## config.mk

```make
export PLATFORM = sky130hd
export DESIGN_NAME = align_rshift
export DESIGN_NICKNAME = d
export VERILOG_FILES = /design/src/rtl/align_rshift_pkg.sv /design/src/rtl/align_range_gate.sv /design/src/rtl/align_coarse_stage.sv /design/src/rtl/align_fine_stage.sv /design/src/rtl/align_rshift.sv
export SDC_FILE = /design/constraint.sdc
export NUM_CORES = 1
export LEC_CHECK = 0
export CAP_MARGIN = 40
export CORE_MARGIN = 5
export CORE_UTILIZATION = 35
export DETAILED_ROUTE_END_ITERATION = 12
export PLACE_DENSITY = 0.74
export SLEW_MARGIN = 0
export SYNTH_ARGS = -nofsm -noshare
export SYNTH_HDL_FRONTEND = slang
export SYNTH_SLANG_ARGS = --single-unit
```

## constraint.sdc

```tcl
create_clock -name vclk -period 3
set_input_delay 0.9 -clock vclk [all_inputs]
set_output_delay 0.9 -clock vclk [all_outputs]
set_load 0.005 [all_outputs]
```

## src/rtl/align_rshift_pkg.sv

```systemverilog
package align_rshift_pkg;
   typedef enum int unsigned {
      FINE_FLAT = 0,
      FINE_LOG  = 1
   } fine_arch_e;
endpackage

```

## src/rtl/align_range_gate.sv

```systemverilog
module align_range_gate #(
   parameter int CNT_W   = 8,
   parameter int LIVE_W  = 5,
   parameter int FINE_W  = 3
) (
   input  logic [CNT_W-1:0]         cnt,
   output logic                     live,
   output logic [LIVE_W-FINE_W-1:0] coarse_sel,
   output logic [FINE_W-1:0]        fine_sel
);
   localparam int HIGH_W = CNT_W - LIVE_W;

   generate
      if (HIGH_W < 1) begin : g_bad
         $error("align_range_gate: count width must exceed live width");
      end
   endgenerate

   assign live       = ~|cnt[CNT_W-1:LIVE_W];
   assign coarse_sel = cnt[LIVE_W-1:FINE_W];
   assign fine_sel   = cnt[FINE_W-1:0];

   always_comb begin
      // a live count never has a high bit set
      a_r3_live_means_small: assert (!live || cnt < CNT_W'(1 << LIVE_W))
         else $error("a_r3_live_means_small");
   end
endmodule

```

## src/rtl/align_coarse_stage.sv

```systemverilog
module align_coarse_stage #(
   parameter int W      = 24,
   parameter int STEP   = 8,
   parameter int SEL_W  = 2
) (
   input  logic [W-1:0]     din,
   input  logic             live,
   input  logic [SEL_W-1:0] sel,
   output logic [W-1:0]     dout
);
   localparam int TAPS = 1 << SEL_W;

   generate
      if (STEP < 1) begin : g_bad
         $error("align_coarse_stage: STEP must be positive");
      end
      for (genvar j = 0; j < W; j++) begin : g_bit
         logic [TAPS-1:0] hit;
         for (genvar k = 0; k < TAPS; k++) begin : g_tap
            if (j + k * STEP < W) begin : g_in
               assign hit[k] = (sel == SEL_W'(k)) & din[j + k * STEP];
            end else begin : g_out
               assign hit[k] = 1'b0;
            end
         end
         assign dout[j] = live & (|hit);
      end
   endgenerate

   always_comb begin
      // gate closed clears the intermediate vector
      a_r3_gate_clears: assert (live || dout == '0)
         else $error("a_r3_gate_clears");
      // coarse move leaves top STEP*sel positions empty
      a_r6_coarse_fill: assert (!live || (dout & ~({W{1'b1}} >> (STEP * int'(sel)))) == '0)
         else $error("a_r6_coarse_fill");
   end
endmodule

```

## src/rtl/align_fine_stage.sv

```systemverilog
module align_fine_stage
   import align_rshift_pkg::*;
#(
   parameter int         W     = 24,
   parameter int         SEL_W = 3,
   parameter fine_arch_e ARCH  = FINE_LOG
) (
   input  logic [W-1:0]     din,
   input  logic [SEL_W-1:0] sel,
   output logic [W-1:0]     dout
);
   localparam int TAPS = 1 << SEL_W;

   generate
      if (TAPS > W) begin : g_bad
         $error("align_fine_stage: fine reach exceeds width");
      end
      if (ARCH == FINE_FLAT) begin : g_flat
         for (genvar j = 0; j < W; j++) begin : g_bit
            logic [TAPS-1:0] hit;
            for (genvar k = 0; k < TAPS; k++) begin : g_tap
               if (j + k < W) begin : g_in
                  assign hit[k] = (sel == SEL_W'(k)) & din[j + k];
               end else begin : g_out
                  assign hit[k] = 1'b0;
               end
            end
            assign dout[j] = |hit;
         end
      end else begin : g_log
         logic [W-1:0] layer [SEL_W+1];
         assign layer[0] = din;
         for (genvar l = 0; l < SEL_W; l++) begin : g_layer
            assign layer[l+1] = sel[l] ? (layer[l] >> (1 << l)) : layer[l];
         end
         assign dout = layer[SEL_W];
      end
   endgenerate

   always_comb begin
      // the fine move never adds set bits
      a_r1_fine_popcount: assert ($countones(dout) <= $countones(din))
         else $error("a_r1_fine_popcount");
   end
endmodule

```

## src/rtl/align_rshift.sv

```systemverilog
module align_rshift
   import align_rshift_pkg::*;
#(
   parameter int         SIG_W     = 24,
   parameter int         CNT_W     = 8,
   parameter int         STEP      = 8,
   parameter fine_arch_e FINE_ARCH = FINE_LOG
) (
   input  logic [SIG_W-1:0] sig_in,
   input  logic [CNT_W-1:0] shamt,
   output logic [SIG_W-1:0] sig_out
);
   localparam int LIVE_W   = $clog2(SIG_W);
   localparam int FINE_W   = $clog2(STEP);
   localparam int COARSE_W = LIVE_W - FINE_W;

   generate
      if (STEP != (1 << FINE_W)) begin : g_bad_step
         $error("align_rshift: STEP must be a power of two");
      end
      if (COARSE_W < 1) begin : g_bad_split
         $error("align_rshift: STEP too large for SIG_W");
      end
      if (CNT_W <= LIVE_W) begin : g_bad_cnt
         $error("align_rshift: CNT_W too small");
      end
   endgenerate

   logic                live;
   logic [COARSE_W-1:0] coarse_sel;
   logic [FINE_W-1:0]   fine_sel;
   logic [SIG_W-1:0]    mid;

   align_range_gate #(
      .CNT_W (CNT_W),
      .LIVE_W(LIVE_W),
      .FINE_W(FINE_W)
   ) u_gate (
      .cnt       (shamt),
      .live      (live),
      .coarse_sel(coarse_sel),
      .fine_sel  (fine_sel)
   );

   align_coarse_stage #(
      .W    (SIG_W),
      .STEP (STEP),
      .SEL_W(COARSE_W)
   ) u_coarse (
      .din (sig_in),
      .live(live),
      .sel (coarse_sel),
      .dout(mid)
   );

   align_fine_stage #(
      .W    (SIG_W),
      .SEL_W(FINE_W),
      .ARCH (FINE_ARCH)
   ) u_fine (
      .din (mid),
      .sel (fine_sel),
      .dout(sig_out)
   );

   always_comb begin
      // counts at or past the width clear the output
      a_r2_wide_count_zero: assert (shamt < CNT_W'(SIG_W) || sig_out == '0)
         else $error("a_r2_wide_count_zero");
      // zero count is identity
      a_r4_identity: assert (shamt != '0 || sig_out == sig_in)
         else $error("a_r4_identity");
      // least significant output picks input bit number shamt
      a_r5_lsb_reach: assert (shamt >= CNT_W'(SIG_W) || sig_out[0] == sig_in[shamt[LIVE_W-1:0]])
         else $error("a_r5_lsb_reach");
      // zero fill above the shifted value
      a_r6_top_fill: assert ((sig_out & ~({SIG_W{1'b1}} >> shamt)) == '0)
         else $error("a_r6_top_fill");
   end
endmodule

```

Word level (Yosys, flattened, before mapping). Cells that the tools add are included.

Multiplexer cells: 3. Bitwise operators: 72. Equality and inequality tests: 2. Reduce and logical (&&, ||, !) cells: 19.

Operator list (count): $and A1 B1 Y1 (72); $mux W24 (3); $reduce_or A3 Y1 (9); $reduce_or A2 Y1 (8); $eq A2 B1 Y1 const B (1); $eq A2 B2 Y1 const B (1); $logic_not A2 Y1 (1); $logic_not A1 Y1 (1).

Word-level logic and storage cells: 96. Register bits after elaboration: 0.

Longest topological paths before layout. Gate-level depths: netlist of the first run.

Depth in word-level cells: 7. Mapped depth: 7.

Hierarchy. From an unflattened synthesis of the first run, not the netlist that was laid out.

Cells, all modules: 176. Area, all modules: 1382.6 µm².

Modules (own cells, without submodules): align_fine_stage (sequential area each 0.0 µm², area each 873.3 µm², instances 1, cells each 106); align_coarse_stage (sequential area each 0.0 µm², area each 461.7 µm², instances 1, cells each 64); align_range_gate (sequential area each 0.0 µm², area each 47.5 µm², instances 1, cells each 6).

Worst setup path after synthesis of the first run. Ideal clock, no wire load.

Path kind: input port to output port. Start: in shamt[6]. End: out sig_out[1]. Setup slack: -0.027 ns. Data required time: 2.100 ns. Stages: 6. Buffers on the path: 1. Data arrival time: 2.127 ns. Cells stage by stage: or3_4 nor2_8 buf_6 nand2_2 a22o_1 a221oi_2.

Longest elaborated chain between the ends: 6. Elaborated cells on any way between the ends: 13. Classes of those cells: 3 x mux; 8 x bitwise; 2 x reduce/logical.

Ends and longest elaborated chain: start: declaration (RTL line align_rshift.sv:10) `input logic [CNT_W-1:0] shamt,`; $reduce_or A3 Y1 * (RTL line align_range_gate.sv:19) `assign live = ~|cnt[CNT_W-1:LIVE_W];`; $logic_not A1 Y1 * (RTL line align_range_gate.sv:19); $and A1 B1 Y1 (RTL line align_coarse_stage.sv:26) `assign dout[j] = live & (|hit);`; $mux W24 * (3 in series) (RTL line align_fine_stage.sv:34) `assign layer[l+1] = sel[l] ? (layer[l] >> (1 << l)) : layer[l];`; end: declaration (RTL line align_rshift.sv:11) `output logic [SIG_W-1:0] sig_out`.

Mark *: on every way between the ends. The rest lies on a longest branch, timed or not.

Final worst setup path of the first run.
Start: in shamt[6]. End: out sig_out[12].

The elaborated chain is that of the path after synthesis.

==> results of run 1 <==
-- critical path: stages --
cell and delay [ns]:
buf_6 0.09, or3_4 0.44, buf_4 0.17, nor3_4 0.15, buf_6 0.14, buf_6 0.09
buf_6 0.09, buf_6 0.10, o211ai_1 0.16, mux2i_4 0.18, buf_2 0.14
-- area by class of cell --
class                      instances  area, um^2
fill                             191         561
multi-input combinational        133        1360
inverter                           3        11.3
tap                               46        57.6
timing repair buffer             148        1350
-- timing repair --
action,in CTS,in global routing
endpoints found under the setup margin,24,24
setup buffers,51,2
resized for setup,233,20
gates cloned,1,0
hold buffers,0,0
pin swaps,35,12
-- synthesized netlist by cell type --
cell type	n
a21o_1	1
a21oi_1	4
a221oi_1	4
a221oi_2	1
a22o_1	1
a22oi_1	10
a22oi_2	2
a32oi_1	1
and2_1	1
and2b_1	1
buf_2	1
buf_4	3
buf_6	6
clkbuf_1	4
clkbuf_8	2
inv_1	3
mux2_2	16
mux2i_1	31
nand2_1	10
nand2_2	1
nand3_1	6
nand3b_1	1
nor2_1	12
nor2_4	1
nor2_8	1
nor2b_1	2
nor3_1	1
nor3_4	1
o211ai_1	2
o21a_1	3
o21ai_0	5
o22ai_1	4
o2bb2ai_1	7
o32a_1	1
or3_4	1
-- logic make-up (layout without fill, tap and decap cells) --
| family | count (synthesis) | after routing |
|---|---|---|
| and+or+nand+nor | 39 | 40 |
| AOI/OAI and AO/OA | 46 | 46 |
| muxes | 47 | 47 |
| buffers and inverters | 19 | 151 |
-- how the worst max path moves through the flow --
stage                  start     endpoint  slack (ns)  depth (start not counted)
CTS                 shamt[7]  sig_out[12]       -0.50                         10
global placement    shamt[3]   sig_out[9]       -1.05                          9
global route        shamt[3]  sig_out[10]       -0.62                         10
finish              shamt[6]  sig_out[12]       -0.56                         11
floorplan           shamt[6]   sig_out[1]       -0.03                          6
detailed placement  shamt[6]   sig_out[3]       -1.09                          8
-- layer usage --
layer | GRT usage | wire (um) | vias to the layer above
met5 | 0 | 0 | -
met2 | 0.510 | 3520 | 149
li1 | - | - | 854
met1 | 0.370 | 2930 | 962
met3 | 0.0421 | 612 | 41
met4 | 0.127 | 359 | 0
-- power breakdown --
part           switching [mW]  internal [mW]
combinational           0.161          0.181
clock                       0              0
sequential                  0              0
total                   0.161          0.181
-- metrics by stage --
step / area (um^2) / setup WS (ns) / std cells / util
global route: 2780 / -0.622 / 330 / 0.832
detailed placement: 2010 / -1.09 / 280 / 0.603
CTS: 2690 / -0.501 / 330 / 0.807
global placement: 2010 / -1.05 / 280 / 0.603
finish: 2780 / -0.564 / 330 / 0.832
floorplan: 1210 / -0.0266 / 151 / -
==> results by group, run 1 <==
Yosys
  • Synth Area in Simple Gates: 0.179
  • Xor/xnor share of the synthesized area: 0
  • Post-synthesis compound-gate area fraction: 0.293
  • Syn avg cell area: around 8 um^2
  • Syn nets: 183
  • Synth top area cells: mux2i_1 26%, mux2_2 15%, a22oi_1 6.2%, buf_6 5.6%, o2bb2ai_1 5.1%
  • Area share of the largest cell type after synthesis: 0.256
  • Synth Area in Adders: 0
  • Mux share of post-synthesis cell area: 0.405
  • Post-synthesis sequential area ratio: 0
  • Cell variety after synth: 35
  • Gate Count Post-Synth: roughly 150
  • Yosys warns: 0
  • Post-Syn Area: roughly 0.0012 mm^2
  • Largest area contributor in the netlist: mux2i_1
  • Main combinational cell family by area after synthesis: multiplexers

Run status
  • Status: finished with violations
  • Failing checks: negative setup slack

Detailed routing
  • Routed length per instance: 22.5 um
  • # DRC: 0
  • Routed Antenna Nets: 0
  • DRT Pass-1 Iters: 5
  • Initial DRC count: around 210
  • Final WL: about 7.4 mm
  • DR vias: 2006
  • Via-to-Cell Ratio: ~6.1

Global route
  • First-pass GRT wire length: 10.6 mm
  • Vias in the first global route: between 2000 and 2500
  • Largest net degree at the start of global routing: 16
  • GRT Overall Usage: 0.298
  • Total gr overflow: 0
  • Antenna violations before repair: 0

Die
  • Die height: 68.8 um
  • Row count: 21
  • Die ar.: about 0.0047 mm^2
  • Die Wd: ~69 um
  • Starting density of the core: 0.363
  • Core area: approximately 0.0033 mm^2
  • Ports: between 50 and 60

Worst setup path
  • Crit. End Element: output port
  • Critical-path maximum fanout: 4
  • WP data required: ~2.1 ns
  • CP Launch Type: input pin
  • CP Class: in -> out
  • Crit path DAT: ~2.7 ns

Cells and area
  • FFs & Latches: 0
  • Ratio of cells with drive above 1 in the final layout: 0.690
  • Reg area: 0 um^2
  • Commonest non-fill, non-tap cell in the layout: buf_4
  • Syn-to-layout area delta: 129%
  • Antenna cells: 0
  • Nets: roughly 320
  • Clock Buffer Count: 0
  • Most frequent cells in the layout: 60 x buf_4, 40 x buf_6, 22 x mux2i_1

Min path
  • Min-Delay Path Class: in -> out
  • Hold endpoint: sig_out[20]
  • Hold Startpoint: shamt[0]
  • Hold Path Cell Cnt: 6

STA
  • Fin Hold WS: 2.42 ns
  • Final setup fails: 24
  • Slew margin rel.: 0.749
  • Setup TNS Final: -10.56 ns
  • Fin. Hold Viols: 0
  • Final period utilization: 1.19
  • Fmax: roughly 0.28 GHz
  • Max Transition Viols Final: 0
  • Final worst setup slack: -0.564 ns
  • Worst-margin pin slew: roughly 0.37 ns
  • Tmin final: ~3.6 ns
  • Unrepaired setup endpoints after global routing: yes

Power and ir drop
  • VDD IR max: 0.0790 mV
  • Power per cell area: approximately 120 mW/mm^2
  • Total chip power: ~0.34 mW
  • P_leak: 1.29 nW

Placed design
  • Hpwl dp: about 3.5 mm
  • Gp weighted congestion: roughly 0.81
  • I/O Buffers: 56

Job
  • Max Cap Violations: 0
No activity file was read; power rests on OpenSTA's default activity.
==> run 2: changes to the inputs <==
Settings changed: CAP_MARGIN 40 to 30.
==> results of run 2 <==
No change in the layout: final DEF, timing and power equal those of run 1.
==> run 3: changes to the inputs <==
Settings changed: RECOVER_POWER from default to 50.
==> results of run 3 <==
No change in the layout: final DEF, timing and power equal those of run 1.
